===== config.mk =====
export PLATFORM = sky130hd
export DESIGN_NAME = phyacc_engine
export DESIGN_NICKNAME = d
export VERILOG_FILES = /design/src/rtl/phyacc_pkg.sv /design/src/rtl/phyacc_portsel.sv /design/src/rtl/phyacc_csr.sv /design/src/rtl/phyacc_seq.sv /design/src/rtl/phyacc_engine.sv
export SDC_FILE = /design/constraint.sdc
export NUM_CORES = 1
export LEC_CHECK = 0
export BUFFER_PORTS_ARGS = -buffer_cell sky130_fd_sc_hd__buf_2
export CORE_ASPECT_RATIO = 1.4
export CORE_MARGIN = 8
export CORE_UTILIZATION = 30
export DETAILED_ROUTE_END_ITERATION = 10
export PLACE_DENSITY = 0.52
export SKIP_CTS_REPAIR_TIMING = 1
export SYNTH_ARGS = -nofsm -noshare
export SYNTH_HDL_FRONTEND = slang
export SYNTH_SLANG_ARGS = --single-unit

===== constraint.sdc =====
create_clock -name clk -period 3.2 [get_ports clk]
set_clock_uncertainty 0.05 [all_clocks]
set_input_delay 0.64 -clock clk [delete_from_list [all_inputs] [get_ports clk]]
set_output_delay 0.64 -clock clk [all_outputs]
set_load 0.03 [all_outputs]

===== src/rtl/phyacc_pkg.sv =====
package phyacc_pkg;
   localparam int PAGE_W = 13;
   localparam int REG_W  = 5;
   localparam int DW     = 16;

   localparam logic [2:0] OFS_ACC  = 3'd0;
   localparam logic [2:0] OFS_DATA = 3'd1;
   localparam logic [2:0] OFS_MLO  = 3'd2;
   localparam logic [2:0] OFS_MHI  = 3'd3;
   localparam logic [2:0] OFS_MMD  = 3'd4;

   localparam int B_EXEC   = 0;
   localparam int B_FAIL   = 1;
   localparam int B_MMD    = 2;
   localparam int B_WR     = 3;
   localparam int REG_LSB  = 5;
   localparam int PAGE_LSB = 10;
   localparam int RAW_LSB  = 23;

   localparam logic [PAGE_W-1:0] RAW_PAGE = '1;

   typedef struct packed {
      logic              we;
      logic              mmd;
      logic [REG_W-1:0]  regn;
      logic [PAGE_W-1:0] page;
   } cmd_t;

   function automatic cmd_t decode_acc(input logic [31:0] w);
      cmd_t c;
      c.we   = w[B_WR];
      c.mmd  = w[B_MMD];
      c.regn = w[REG_LSB +: REG_W];
      c.page = w[PAGE_LSB +: PAGE_W];
      return c;
   endfunction
endpackage


===== src/rtl/phyacc_portsel.sv =====
module phyacc_portsel #(
   parameter int NPORT  = 64,
   parameter int PORT_W = 6
) (
   input  logic [NPORT-1:0]  mask,
   output logic [PORT_W-1:0] idx,
   output logic              any
);
   always_comb begin
      idx = '0;
      for (int i = NPORT - 1; i >= 0; i--) begin
         if (mask[i]) idx = PORT_W'(i);
      end
   end
   assign any = |mask;
endmodule


===== src/rtl/phyacc_csr.sv =====
module phyacc_csr
   import phyacc_pkg::*;
#(
   parameter int NPORT = 64
) (
   input  logic             clk,
   input  logic             rst_n,
   input  logic             host_we,
   input  logic [2:0]       host_addr,
   input  logic [31:0]      host_wdata,
   input  logic             busy,
   input  logic             cpl_rd,
   input  logic [DW-1:0]    cpl_data,
   output cmd_t             cmd_q,
   output logic [DW-1:0]    data_hi_q,
   output logic [DW-1:0]    rd_res_q,
   output logic [NPORT-1:0] mask,
   output logic [31:0]      mask_lo_rd,
   output logic [31:0]      mask_hi_rd,
   output logic [DW-1:0]    dev_q,
   output logic [DW-1:0]    maddr_q,
   output logic             acc_wr_ok
);
   localparam int LO_W = (NPORT > 32) ? 32 : NPORT;

   logic [LO_W-1:0] lo_q;

   assign acc_wr_ok  = host_we && (host_addr == OFS_ACC) && !busy;
   assign mask_lo_rd = 32'(lo_q);

   always_ff @(posedge clk) begin
      if (!rst_n) begin
         cmd_q     <= '0;
         data_hi_q <= '0;
         rd_res_q  <= '0;
         lo_q      <= '0;
         dev_q     <= '0;
         maddr_q   <= '0;
      end else begin
         if (acc_wr_ok) cmd_q <= decode_acc(host_wdata);
         if (host_we && host_addr == OFS_DATA) data_hi_q <= host_wdata[31:16];
         if (host_we && host_addr == OFS_MLO)  lo_q <= host_wdata[LO_W-1:0];
         if (host_we && host_addr == OFS_MMD) begin
            dev_q   <= host_wdata[31:16];
            maddr_q <= host_wdata[15:0];
         end
         if (cpl_rd) rd_res_q <= cpl_data;
      end
   end

   generate
      if (NPORT > 32) begin : g_hi
         logic [NPORT-33:0] hi_q;
         always_ff @(posedge clk) begin
            if (!rst_n) hi_q <= '0;
            else if (host_we && host_addr == OFS_MHI) hi_q <= host_wdata[NPORT-33:0];
         end
         assign mask       = {hi_q, lo_q};
         assign mask_hi_rd = 32'(hi_q);
      end else begin : g_nohi
         assign mask       = lo_q;
         assign mask_hi_rd = '0;
      end
   endgenerate
endmodule


===== src/rtl/phyacc_seq.sv =====
module phyacc_seq
   import phyacc_pkg::*;
#(
   parameter int PORT_W = 6,
   parameter int TMO    = 64
) (
   input  logic              clk,
   input  logic              rst_n,
   input  logic              start,
   input  logic              port_ok,
   input  cmd_t              cmd,
   input  logic [PORT_W-1:0] port,
   input  logic [DW-1:0]     wdata,
   input  logic [DW-1:0]     dev,
   input  logic [DW-1:0]     maddr,
   input  logic              phy_ack,
   input  logic              phy_err,
   output logic              busy,
   output logic              fail,
   output cmd_t              req_cmd,
   output logic [PORT_W-1:0] req_port,
   output logic [DW-1:0]     req_wdata,
   output logic [DW-1:0]     req_dev,
   output logic [DW-1:0]     req_maddr,
   output logic              cpl_rd
);
   localparam int TW = $clog2(TMO + 1);

   logic [TW-1:0] cnt_q;

   assign cpl_rd = busy && phy_ack && !req_cmd.we;

   always_ff @(posedge clk) begin
      if (!rst_n) begin
         busy      <= 1'b0;
         fail      <= 1'b0;
         cnt_q     <= '0;
         req_cmd   <= '0;
         req_port  <= '0;
         req_wdata <= '0;
         req_dev   <= '0;
         req_maddr <= '0;
      end else if (!busy) begin
         if (start && port_ok) begin
            busy      <= 1'b1;
            fail      <= 1'b0;
            cnt_q     <= '0;
            req_cmd   <= cmd;
            req_port  <= port;
            req_wdata <= wdata;
            req_dev   <= dev;
            req_maddr <= maddr;
         end else if (start) begin
            fail <= 1'b1;
         end
      end else if (phy_ack) begin
         busy <= 1'b0;
         fail <= phy_err && !req_cmd.mmd;
      end else if (cnt_q == TW'(TMO - 1)) begin
         busy <= 1'b0;
         fail <= 1'b1;
      end else begin
         cnt_q <= cnt_q + 1'b1;
      end
   end
endmodule


===== src/rtl/phyacc_engine.sv =====
module phyacc_engine
   import phyacc_pkg::*;
#(
   parameter int NPORT    = 64,
   parameter int CPU_PORT = 52,
   parameter int TMO_CYC  = 64,
   localparam int PORT_W  = $clog2(NPORT)
) (
   input  logic              clk,
   input  logic              rst_n,
   input  logic              host_we,
   input  logic [2:0]        host_addr,
   input  logic [31:0]       host_wdata,
   output logic [31:0]       host_rdata,
   output logic              phy_req,
   output logic              phy_we,
   output logic              phy_mmd,
   output logic [PORT_W-1:0] phy_port,
   output logic [12:0]       phy_page,
   output logic [4:0]        phy_reg,
   output logic [15:0]       phy_dev,
   output logic [15:0]       phy_maddr,
   output logic [15:0]       phy_wdata,
   input  logic              phy_ack,
   input  logic              phy_err,
   input  logic [15:0]       phy_rdata
);
   generate
      if (NPORT < 2 || NPORT > 64) begin : g_bad_nport
         $error("NPORT must lie in 2..64");
      end
      if (CPU_PORT < 1 || CPU_PORT > NPORT) begin : g_bad_cpu
         $error("CPU_PORT must lie in 1..NPORT");
      end
      if (TMO_CYC < 2) begin : g_bad_tmo
         $error("TMO_CYC must be at least 2");
      end
   endgenerate

   cmd_t              cmd_q, req_cmd, cmd_new;
   logic [DW-1:0]     data_hi_q, rd_res_q, dev_q, maddr_q;
   logic [NPORT-1:0]  mask;
   logic [31:0]       mask_lo_rd, mask_hi_rd;
   logic              acc_wr_ok, start, port_ok, exec_w, fail_w, cpl_rd;
   logic [PORT_W-1:0] sel_idx, tgt_port;
   logic              mask_any;

   assign cmd_new = decode_acc(host_wdata);
   assign start   = acc_wr_ok && host_wdata[B_EXEC];

   phyacc_csr #(.NPORT(NPORT)) u_csr (
      .clk(clk), .rst_n(rst_n), .host_we(host_we), .host_addr(host_addr),
      .host_wdata(host_wdata), .busy(exec_w), .cpl_rd(cpl_rd), .cpl_data(phy_rdata),
      .cmd_q(cmd_q), .data_hi_q(data_hi_q), .rd_res_q(rd_res_q), .mask(mask),
      .mask_lo_rd(mask_lo_rd), .mask_hi_rd(mask_hi_rd), .dev_q(dev_q),
      .maddr_q(maddr_q), .acc_wr_ok(acc_wr_ok)
   );

   phyacc_portsel #(.NPORT(NPORT), .PORT_W(PORT_W)) u_sel (
      .mask(mask), .idx(sel_idx), .any(mask_any)
   );

   always_comb begin
      if (cmd_new.we) begin
         tgt_port = sel_idx;
         port_ok  = mask_any && ((PORT_W+1)'(sel_idx) < (PORT_W+1)'(CPU_PORT));
      end else begin
         tgt_port = data_hi_q[PORT_W-1:0];
         port_ok  = data_hi_q < DW'(CPU_PORT);
      end
   end

   phyacc_seq #(.PORT_W(PORT_W), .TMO(TMO_CYC)) u_seq (
      .clk(clk), .rst_n(rst_n), .start(start), .port_ok(port_ok), .cmd(cmd_new),
      .port(tgt_port), .wdata(data_hi_q), .dev(dev_q), .maddr(maddr_q),
      .phy_ack(phy_ack), .phy_err(phy_err), .busy(exec_w), .fail(fail_w),
      .req_cmd(req_cmd), .req_port(phy_port), .req_wdata(phy_wdata),
      .req_dev(phy_dev), .req_maddr(phy_maddr), .cpl_rd(cpl_rd)
   );

   assign phy_req  = exec_w;
   assign phy_we   = req_cmd.we;
   assign phy_mmd  = req_cmd.mmd;
   assign phy_page = req_cmd.page;
   assign phy_reg  = req_cmd.regn;

   always_comb begin
      host_rdata = '0;
      case (host_addr)
         OFS_ACC: begin
            host_rdata[B_EXEC]               = exec_w;
            host_rdata[B_FAIL]               = fail_w;
            host_rdata[B_MMD]                = cmd_q.mmd;
            host_rdata[B_WR]                 = cmd_q.we;
            host_rdata[REG_LSB +: REG_W]     = cmd_q.regn;
            host_rdata[PAGE_LSB +: PAGE_W]   = cmd_q.page;
            host_rdata[RAW_LSB +: 5]         = (cmd_q.page == RAW_PAGE) ? 5'h1f : 5'h00;
         end
         OFS_DATA: host_rdata = {data_hi_q, rd_res_q};
         OFS_MLO:  host_rdata = mask_lo_rd;
         OFS_MHI:  host_rdata = mask_hi_rd;
         OFS_MMD:  host_rdata = {dev_q, maddr_q};
         default:  host_rdata = '0;
      endcase
   end
endmodule


==> impl_metrics.py, run 1 <==
metrics = {
    "run_status": {
        "status": "completed",
    },
    "global_route": {
        "groute.usage.overall": 0.193,
        "overflow": 0,
        "grt_max_degree": 90,
        "grt_pass1_vias": 10200,
        "grt_antenna_before_repair": 0,
        "grt_pass1_wl_mm": 63.2,
    },
    "sta": {
        "period_share": 0.930,
        "setup-tns-final_ns": 0,
        "max_freq_mhz": 336,
        "worstMarginPinSlew_ns": 0.751,
        "rsz0062_at_grt": "false",
        "period_needed_ns": 2.98,
        "drv_slew": 0,
        "slew-limit-headroom": 0.498,
        "setup_violations": 0,
        "hold_violations": 0,
    },
    "power_and_ir_drop": {
        "powerDensity_mw_per_mm2": 502,
        "seq_power_share": 0.451,
        "combinationalPowerShare": 0.096,
        "p_sw_mw": 1.70,
        "vdd_ir_drop_max_mv": 0.373,
        "p_int_mw": 4.90,
        "p_clk_frac": 0.453,
        "p_leak_nw": 4.92,
        "swShare": 0.257,
    },
    "worst_setup_path": {
        "critPathTopFamily": "simple AND/OR/NAND/NOR gates",
        "startpoint": "u_csr.cmd_q[3]$_SDFFE_PN0P_",
        "cp-endpoint": "host_rdata[25]",
        "arrival_ns": 2.29,
        "rr_endpoint": "u_seq.cnt_q[5]$_SDFFE_PN0P_",
        "crit_chain": "nand4_1 > or4_1 > o221ai_1 > buf_2",
        "rrSetupSlack_ns": 0.30,
        "worst-path-stages": 4,
        "rr_startpoint": "u_csr.mask_hi_rd[14]$_SDFFE_PN0P_",
        "rr_worst_depth": 10,
        "cp-start-kind": "flop",
        "critPathMaxStageDelay_ns": 0.65,
        "worstPathRequired_ns": 2.51,
        "worst-path-buf-inv": 1,
        "slowest_stage": "or4_1",
        "cp_max_fo": 5,
        "criticalPathCategory": "reg -> out",
        "end_kind": "primary output",
    },
    "yosys": {
        "synth-edff-count": 0,
        "dominantRegCellSynth": "dfxtp_1",
        "synthCells": 1355,
        "synth_top_area_share": 0.428,
        "syn_area_per_cell_sq_um": 7.97,
        "ys_types": 58,
        "synth_top_cell_by_area": "dfxtp_1",
        "syn_area_sq_mm": 0.0108,
        "syn_nets": 1412,
        "yosysWarnings": 0,
        "synthArstFlopShare": 0,
        "synthTopCellsByArea": "dfxtp_1, nand2_1, a21boi_0",
        "ys_ff_latch": 231,
        "seq_area_frac_synth": 0.428,
    },
    "layout": {
        "mostFrequentLayoutCells": "nand2_1, dfxtp_1, buf_2",
        "drive_gt1_frac": 0.188,
        "fill_cells": 3731,
        "fin_nets": 1553,
        "design_area_sq_mm": 0.0132,
        "areaGrowthSynthToFinish_pct": 21.8,
        "instances_no_fill": 1976,
        "num_antenna_cells": 0,
        "layout_commonest_cell": "nand2_1",
    },
    "die": {
        "rows": 82,
        "die_x_um": 176,
        "ios": 163,
        "floorplan.initialDensity": 0.303,
        "die-height_um": 240,
        "die_area_sq_mm": 0.0424,
        "core_area_sq_mm": 0.0356,
    },
    "clock_tree": {
        "clockRootBuffer": "clkbuf_16",
        "cts_max_level": 1,
        "clk_latency_ns": 0.55,
        "cts-buffers-inserted": 26,
        "cts.sinks": 231,
        "cts_tree": "built",
        "clock_path_buffers": 3,
        "clk_pin_slew_ns": 0.06,
    },
    "route": {
        "dr.pass1.iters": 5,
        "detail_route.wl_per_cell_um": 21.1,
        "drtAntennaViolNets": 0,
        "vias": 10300,
        "vias_per_cell": 5.21,
        "drt_iter0_drc": 661,
        "wl_mm": 41.8,
        "post-route-drc-count": 0,
    },
    "run": {
        "drv_cap": 0,
    },
    "place": {
        "gp_congestion": 0.906,
        "dp.cells": 1930,
        "dp_hpwl_mm": 30.7,
        "placed_area_sq_mm": 0.0123,
        "io_buffers": 162,
    },
    "hold_path": {
        "hp-class": "in -> reg",
    },
}
## flip-flops by register name, indices dropped and copies added (netlist names), 20 cells and up
register	flops
u_csr.mask_lo_rd	32
u_csr.cmd_q	20
u_seq.req_cmd	20
u_csr.mask_hi_rd	32
## cell usage after synthesis (all sizes together), types with 5 or more instances
library cell	count
nand2	445
dfxtp	231
a21boi	219
clkbuf	73
a22oi	52
nor2	31
o22ai	27
o21ai	25
buf	24
mux2	23
a21oi	20
inv	20
nor4	20
nand3	17
nor3	16
and3	13
nor2b	10
mux2i	9
or4	8
nand4	6
nand2b	5
nor3b	5
o221ai	5
o31ai	5
## metal layers
metal	routed length, um	track usage
met1	17400	0.237
met2	20300	0.328
met3	2290	0.0289
met4	1790	0.0860
met5	0	0
## how the worst min path moves through the flow
stage / cells after the start / slack, ns / start / endpoint
2_1_floorplan: 2 / 0.38 / u_seq.fail$_SDFFE_PN0P_ / u_seq.fail$_SDFFE_PN0P_
3_3_place_gp: 2 / 0.39 / u_seq.req_cmd[16]$_SDFFE_PN0P_ / u_seq.req_cmd[16]$_SDFFE_PN0P_
3_5_place_dp: 2 / 0.39 / u_seq.req_wdata[8]$_SDFFE_PN0P_ / u_seq.req_wdata[8]$_SDFFE_PN0P_
4_1_cts: 3 / 0.27 / phy_rdata[13] / u_csr.rd_res_q[13]$_SDFFE_PN0P_
5_1_grt: 3 / 0.31 / phy_rdata[5] / u_csr.rd_res_q[5]$_SDFFE_PN0P_
6_report: 3 / 0.29 / phy_rdata[13] / u_csr.rd_res_q[13]$_SDFFE_PN0P_
## through the flow
stage / setup WS, ns / hold slack [ns] / util / power (mW)
final: 0.225 / 0.295 / 0.369 / 6.60
after global routing: 0.0903 / 0.311 / 0.369 / 6.84
after CTS: 0.278 / 0.275 / 0.369 / 6.66
after detailed placement: 0.304 / 0.390 / 0.346 / 3.67
after global placement: 0.297 / 0.386 / 0.346 / 3.67
after floorplan: 0.227 / 0.381 / - / 3.39
## tightest hold or removal path, stage by stage
cell and delay [ns]:
buf_2 0.09, nand2_1 0.04, a21boi_0 0.06
## area by class of cell
type | instances | area, sq um | share of cell area
tap | 462 | 578 | 0.0440
sequential | 231 | 4620 | 0.352
clock buffer | 37 | 773 | 0.0588
timing repair buffer | 210 | 1320 | 0.101
clock inverter | 9 | 72.6 | 0.00552
multi-input combinational | 1007 | 5700 | 0.434
inverter | 20 | 75.1 | 0.00571
## cells by family (layout without fill, tap and decap cells)
kind of cell / after synthesis / count (layout) / share of synthesized area
buffers and inverters: 117 / 276 / 0.0464
XOR/XNOR: 1 / 1 / 0.000811
flip-flops: 231 / 231 / 0.428
multiplexers: 32 / 32 / 0.0323
adder cells (fa/ha/maj): 1 / 1 / 0.00116
AND/OR/NAND/NOR: 586 / 586 / 0.231
AO/OA/AOI/OAI: 387 / 387 / 0.260
## power by group through the flow
stage / registers (mW) / logic, mW / clock network [mW]
floorplan: 3.03 / 0.357 / 0
global placement: 3.04 / 0.630 / 0
detailed placement: 3.04 / 0.631 / 0
CTS: 2.97 / 0.633 / 3.06
global route: 2.98 / 0.685 / 3.18
finish: 2.97 / 0.633 / 2.99
(Power assumes the default switching activity.)
==> inputs of run 2 (changes only) <==
--- a/config.mk
+++ b/config.mk
@@ -5,12 +5,13 @@
 export SDC_FILE = /design/constraint.sdc
 export NUM_CORES = 1
 export LEC_CHECK = 0
+export ABC_AREA = 1
 export BUFFER_PORTS_ARGS = -buffer_cell sky130_fd_sc_hd__buf_2
 export CORE_ASPECT_RATIO = 1.4
 export CORE_MARGIN = 8
 export CORE_UTILIZATION = 30
 export DETAILED_ROUTE_END_ITERATION = 10
-export PLACE_DENSITY = 0.52
+export PLACE_DENSITY = 0.53
 export SKIP_CTS_REPAIR_TIMING = 1
 export SYNTH_ARGS = -nofsm -noshare
 export SYNTH_HDL_FRONTEND = slang
==> run 2 against run 1 <==
Compared with the run above:
- the flow now finishes with violations (negative setup slack)
- die area is 9.7% lower
- area after synthesis is 10% lower
- synthesized cell count is 2.2% lower
- worst hold slack worse by 0.0091 ns
- sequential power hardly changed
==> impl_metrics.py, run 2 <==
metrics = {
    "run_status": {
        "status": "finished, violations left",
        "violations": "negative setup slack",
    },
    "clock_tree": {
        "clockRootBuffer": "clkbuf_16",
        "clk_latency_ns": 0.53,
        "clock_path_buffers": 3,
        "cts.sinks": 231,
        "clk_pin_slew_ns": 0.06,
        "cts_max_level": 1,
        "cts_tree": "built",
        "cts-buffers-inserted": 24,
    },
    "layout": {
        "num_antenna_cells": 0,
        "drive_gt1_frac": 0.212,
        "layout_commonest_cell": "nand2_1",
        "mostFrequentLayoutCells": "nand2_1, dfxtp_1, a21oi_1",
        "areaGrowthSynthToFinish_pct": 27.8,
        "fin_nets": 1560,
    },
    "yosys": {
        "yosysWarnings": 0,
        "synthTopCellsByArea": "dfxtp_1, nand2_1, a21oi_1",
        "yosys.area_share.simple": 0.178,
        "yosysMostFrequentCell": "nand2_1",
        "synth_top_cell_by_area": "dfxtp_1",
        "syn_area_sq_mm": 0.00966,
        "ys_types": 36,
        "synthCells": 1325,
        "seq_area_frac_synth": 0.479,
        "syn_area_per_cell_sq_um": 7.29,
        "synth_top_family_by_area": "compound AO/OA/AOI/OAI gates",
        "synthMuxAreaShare": 0,
        "syn_nets": 1382,
        "dominantRegCellSynth": "dfxtp_1",
        "synth_compound_area_frac": 0.251,
        "yosys.area_share.adder": 0.00129,
        "synthArstFlopShare": 0,
        "synth_common_cells": "nand2_1, dfxtp_1, a21oi_1, o21ai_0, nor2_1",
        "synth_top_area_share": 0.479,
        "synth_xor_xnor_area_share": 0.000906,
        "synth-edff-count": 0,
        "ys_ff_latch": 231,
    },
    "place": {
        "place_worst_setup_slack_ns": -0.654,
        "dp_hpwl_mm": 25.9,
        "io_buffers": 162,
        "gp_congestion": 0.863,
    },
    "worst_setup_path": {
        "worst-path-stages": 65,
        "worst-path-buf-inv": 1,
        "rr_worst_depth": 65,
        "criticalPathCategory": "reg -> reg",
        "critPathTopFamily": "simple AND/OR/NAND/NOR gates",
        "arrival_ns": 4.17,
        "cp-start-kind": "flop",
        "startpoint": "u_csr.mask_hi_rd[30]$_SDFFE_PN0P_",
        "rr_startpoint": "u_csr.mask_hi_rd[30]$_SDFFE_PN0P_",
        "worstPathRequired_ns": 3.57,
        "rrSetupSlack_ns": -0.61,
        "slowest_stage": "dfxtp_2",
        "end_kind": "flop",
        "crit_path_frequent_cell": "nand2_1",
        "rr_endpoint": "u_seq.req_port[0]$_SDFFE_PN0P_",
        "cp-endpoint": "u_seq.req_port[0]$_SDFFE_PN0P_",
        "critPathMaxStageDelay_ns": 0.33,
        "cp_max_fo": 2,
    },
    "die": {
        "core_area_sq_mm": 0.0321,
        "die-height_um": 228,
        "rows": 78,
        "die_area_sq_mm": 0.0383,
        "ios": 163,
        "floorplan.initialDensity": 0.301,
        "die_x_um": 168,
    },
    "sta": {
        "setup_violations": 51,
        "max_freq_mhz": 263,
        "setup_ws_ns": -0.606,
        "drv_slew": 0,
        "period_needed_ns": 3.81,
        "period_share": 1.19,
        "slew-limit-headroom": 0.458,
        "worstMarginPinSlew_ns": 0.813,
        "setup-tns-final_ns": -1.64,
        "rsz0062_at_grt": "true",
        "hold_violations": 0,
    },
    "route": {
        "drtAntennaViolNets": 0,
        "vias": 9584,
        "post-route-drc-count": 0,
        "drt_iter0_drc": 650,
        "detail_route.wl_per_cell_um": 18.7,
        "wl_mm": 36.0,
        "vias_per_cell": 4.99,
        "dr.pass1.iters": 5,
    },
    "power_and_ir_drop": {
        "vdd_ir_drop_max_mv": 0.298,
        "p_leak_nw": 5.21,
        "powerDensity_mw_per_mm2": 542,
    },
    "global_route": {
        "overflow": 0,
        "grt_pass1_vias": 9308,
        "grt_antenna_before_repair": 0,
        "grt_max_degree": 157,
        "groute.usage.overall": 0.180,
        "grt_pass1_wl_mm": 54.5,
    },
    "run": {
        "drv_cap": 0,
    },
    "hold_path": {
        "hp-class": "in -> reg",
    },
}
## run 2: power by group
| part | internal [mW] | leakage [nW] | total (mW) | switching, mW |
|---|---|---|---|---|
| Clock | 1.79 | 0.422 | 2.99 | 1.21 |
| Sequential | 2.94 | 1.87 | 2.99 | 0.0481 |
| Combinational | 0.243 | 2.91 | 0.718 | 0.475 |
| Total | 4.97 | 5.21 | 6.70 | 1.73 |
## run 2: layout make-up
class	instances	area (sq um)
inverters	127	572
fillers	3436	19800
flip-flops and latches	231	4630
clock inverters	11	134
well taps	400	500
multi-input cells	888	4290
clock buffers	33	706
repair buffers	231	1530
## run 2: worst min-delay path by stage
| stage | start | endpoint | cells after the start |
|---|---|---|---|
| 2_1_floorplan | u_csr.dev_q[0]$_SDFFE_PN0P_ | u_seq.req_dev[0]$_SDFFE_PN0P_ | 2 |
| 3_3_place_gp | u_csr.dev_q[8]$_SDFFE_PN0P_ | u_seq.req_dev[8]$_SDFFE_PN0P_ | 2 |
| 3_5_place_dp | u_csr.dev_q[8]$_SDFFE_PN0P_ | u_seq.req_dev[8]$_SDFFE_PN0P_ | 2 |
| 4_1_cts | phy_rdata[9] | u_csr.rd_res_q[9]$_SDFFE_PN0P_ | 3 |
| 5_1_grt | phy_rdata[11] | u_csr.rd_res_q[11]$_SDFFE_PN0P_ | 3 |
| 6_report | phy_rdata[10] | u_csr.rd_res_q[10]$_SDFFE_PN0P_ | 3 |
## run 2: logic make-up (layout without fill, tap and decap cells)
family / after synthesis / in the layout
AOI/OAI and AO/OA: 445 / 445
xor gates and xnor gates: 1 / 1
adders and majority gates: 1 / 1
buffers and inverters: 206 / 402
DFF: 231 / 231
and+or+nand+nor: 441 / 441
## run 2: per-layer routing
layer	GRT usage	routed length, um	vias to the layer above
met1	0.206	14400	4471
met4	0.0750	1370	0
met5	0	0	-
li1	-	-	4786
met3	0.0223	1450	67
met2	0.330	18700	260
## run 2: metrics by stage
step	hold WS [ns]	instance area, sq um	std cells	power, mW	util
finish	0.285	12400	1921	6.70	0.385
global route	0.284	12400	1921	6.96	0.385
CTS	0.262	12000	1913	6.75	0.375
detailed placement	0.401	11200	1869	3.75	0.349
global placement	0.399	11200	1869	3.75	0.349
floorplan	0.391	9660	1325	3.47	-
## run 2: worst reg2reg max path: cells and delay by family (launching register included)
| kind | cells | cell delay (ns) |
|---|---|---|
| AOI/OAI and AO/OA | 1 | 0.05 |
| buffers and inverters | 1 | 0.04 |
| DFF | 1 | 0.33 |
| and+or+nand+nor | 63 | 3.22 |
==> inputs of run 3 (changes only) <==
--- a/config.mk
+++ b/config.mk
@@ -11,7 +11,6 @@
 export CORE_MARGIN = 8
 export CORE_UTILIZATION = 30
 export DETAILED_ROUTE_END_ITERATION = 10
-export PLACE_DENSITY = 0.53
 export SKIP_CTS_REPAIR_TIMING = 1
 export SYNTH_ARGS = -nofsm -noshare
 export SYNTH_HDL_FRONTEND = slang
==> run 3 against run 2 <==
Compared with the run above:
- the run still ends with negative setup slack left
- sequential power about the same
- critical endpoint unchanged
- clock power decreased by 8.7%
- die area unchanged
- highest routed layer unchanged
- cell count increased by 0.10%
- design area increased by 0.94%
- worst setup slack got worse by 0.039 ns
- global-route usage decreased by 0.18 points
- sequential share of layout area decreased by 0.35 points
- worst hold slack improved by 0.0081 ns
==> impl_metrics.py, run 3 (synthesis results as in run 2) <==
metrics = {
    "worst_setup_path": {
        "worstPathRequired_ns": 3.56,
        "cp_max_fo": 2,
        "critPathTopFamily": "simple AND/OR/NAND/NOR gates",
        "arrival_ns": 4.21,
        "slowest_stage": "dfxtp_2",
        "end_kind": "flop",
        "crit_path_frequent_cell": "nand2_1",
        "worst-path-buf-inv": 1,
        "cp-start-kind": "flop",
        "critPathMaxStageDelay_ns": 0.34,
        "criticalPathCategory": "reg -> reg",
    },
    "route": {
        "dr.pass1.iters": 6,
        "drtAntennaViolNets": 0,
        "detail_route.wl_per_cell_um": 18.7,
        "drt_iter0_drc": 686,
        "vias_per_cell": 5.07,
        "wl_mm": 36.0,
        "vias": 9747,
        "post-route-drc-count": 0,
    },
    "clock_tree": {
        "cts_max_level": 1,
        "clk_pin_slew_ns": 0.07,
        "cts.sinks": 231,
        "clock_path_buffers": 3,
        "cts_tree": "built",
        "cts-buffers-inserted": 23,
        "clockRootBuffer": "clkbuf_16",
        "clk_latency_ns": 0.53,
    },
    "die": {
        "core_area_sq_mm": 0.0321,
        "die-height_um": 228,
        "die_area_sq_mm": 0.0383,
        "ios": 163,
        "die_x_um": 168,
        "floorplan.initialDensity": 0.301,
        "rows": 78,
    },
    "hold_path": {
        "hp-class": "in -> reg",
    },
    "global_route": {
        "groute.usage.overall": 0.178,
        "grt_pass1_vias": 9552,
        "grt_pass1_wl_mm": 54.2,
        "overflow": 0,
        "grt_antenna_before_repair": 0,
        "grt_max_degree": 66,
    },
    "layout": {
        "drive_gt1_frac": 0.230,
        "multi_input_area_sq_mm": 0.00439,
        "mostFrequentLayoutCells": "nand2_1, dfxtp_1, o21ai_0",
        "fin_nets": 1563,
        "num_antenna_cells": 0,
        "design_area_sq_mm": 0.0125,
        "final-seq-area_sq_mm": 0.00463,
        "layout_commonest_cell": "nand2_1",
        "fill_cells": 3357,
        "final_util": 0.388,
        "areaGrowthSynthToFinish_pct": 29.0,
    },
    "run_status": {
        "status": "finished, violations left",
        "violations": "negative setup slack",
    },
    "sta": {
        "period_share": 1.20,
        "worstMarginPinSlew_ns": 0.709,
        "period_needed_ns": 3.84,
        "drv_slew": 0,
        "hold_violations": 0,
        "setup_violations": 2,
        "max_freq_mhz": 260,
        "setup_ws_ns": -0.645,
        "rsz0062_at_grt": "true",
        "slew-limit-headroom": 0.527,
    },
    "place": {
        "gp_congestion": 0.865,
        "place_worst_setup_slack_ns": -0.655,
        "placed_area_sq_mm": 0.0112,
        "io_buffers": 162,
        "dp_hpwl_mm": 25.8,
    },
    "run": {
        "drv_cap": 0,
    },
    "power_and_ir_drop": {
        "powerDensity_mw_per_mm2": 518,
        "p_leak_nw": 5.22,
        "vdd_ir_drop_max_mv": 0.297,
    },
}
run 3: cell types whose count changed in the layout (fill, tap and decap cells not counted), sizes merged:
cell / delta
buf: +2
bufinv: -2
clkinv: -2
clkbuf: +4
run 3: final cells by class:
| cell class | instances | area share |
|---|---|---|
| Clock buffer | 35 | 0.0554 |
| Clock inverter | 7 | 0.00512 |
| Inverter | 127 | 0.0459 |
| Multi-Input combinational cell | 888 | 0.352 |
| Sequential cell | 231 | 0.371 |
| Tap cell | 400 | 0.0401 |
| Timing Repair Buffer | 235 | 0.130 |
run 3: worst paths after layout:
kind                                startpoint                         endpoint  slack (ns)  depth (start not counted)
max          u_csr.mask_hi_rd[30]$_SDFFE_PN0P_   u_seq.req_port[0]$_SDFFE_PN0P_       -0.64                         65
max reg2reg  u_csr.mask_hi_rd[30]$_SDFFE_PN0P_   u_seq.req_port[0]$_SDFFE_PN0P_       -0.64                         65
min                               phy_rdata[6]   u_csr.rd_res_q[6]$_SDFFE_PN0P_        0.29                          3
min reg2reg    u_seq.req_wdata[5]$_SDFFE_PN0P_  u_seq.req_wdata[5]$_SDFFE_PN0P_        0.41                          2
run 3: routing by layer:
metal  vias to the layer above  track usage  share of wire
li1                       4800            -              -
met1                      4570        0.194           0.39
met2                       289        0.326           0.52
met3                        88       0.0306          0.049
met4                         0       0.0890          0.047
met5                         -            0              0
run 3: tightest hold or removal path: stages:
cell and delay, ns:
buf_2 0.08, nor2_1 0.03, nor2_1 0.08
run 3: power by group:
group          total [mW]  internal [mW]  switching (mW)  leakage (nW)
combinational       0.733          0.253           0.481          2.97
sequential           2.99           2.94          0.0479          1.87
clock                2.73           1.57            1.16         0.378
run 3: metrics by stage:
step | hold slack [ns] | TNS [ns] | cells | total power, mW
finish | 0.294 | -0.730 | 1923 | 6.46
global placement | 0.396 | -4.73 | 1867 | 3.75
floorplan | 0.391 | -0.0100 | 1325 | 3.47
CTS | 0.281 | -8.69 | 1909 | 6.48
global route | 0.305 | -15.94 | 1923 | 6.70
detailed placement | 0.404 | -5.23 | 1867 | 3.75
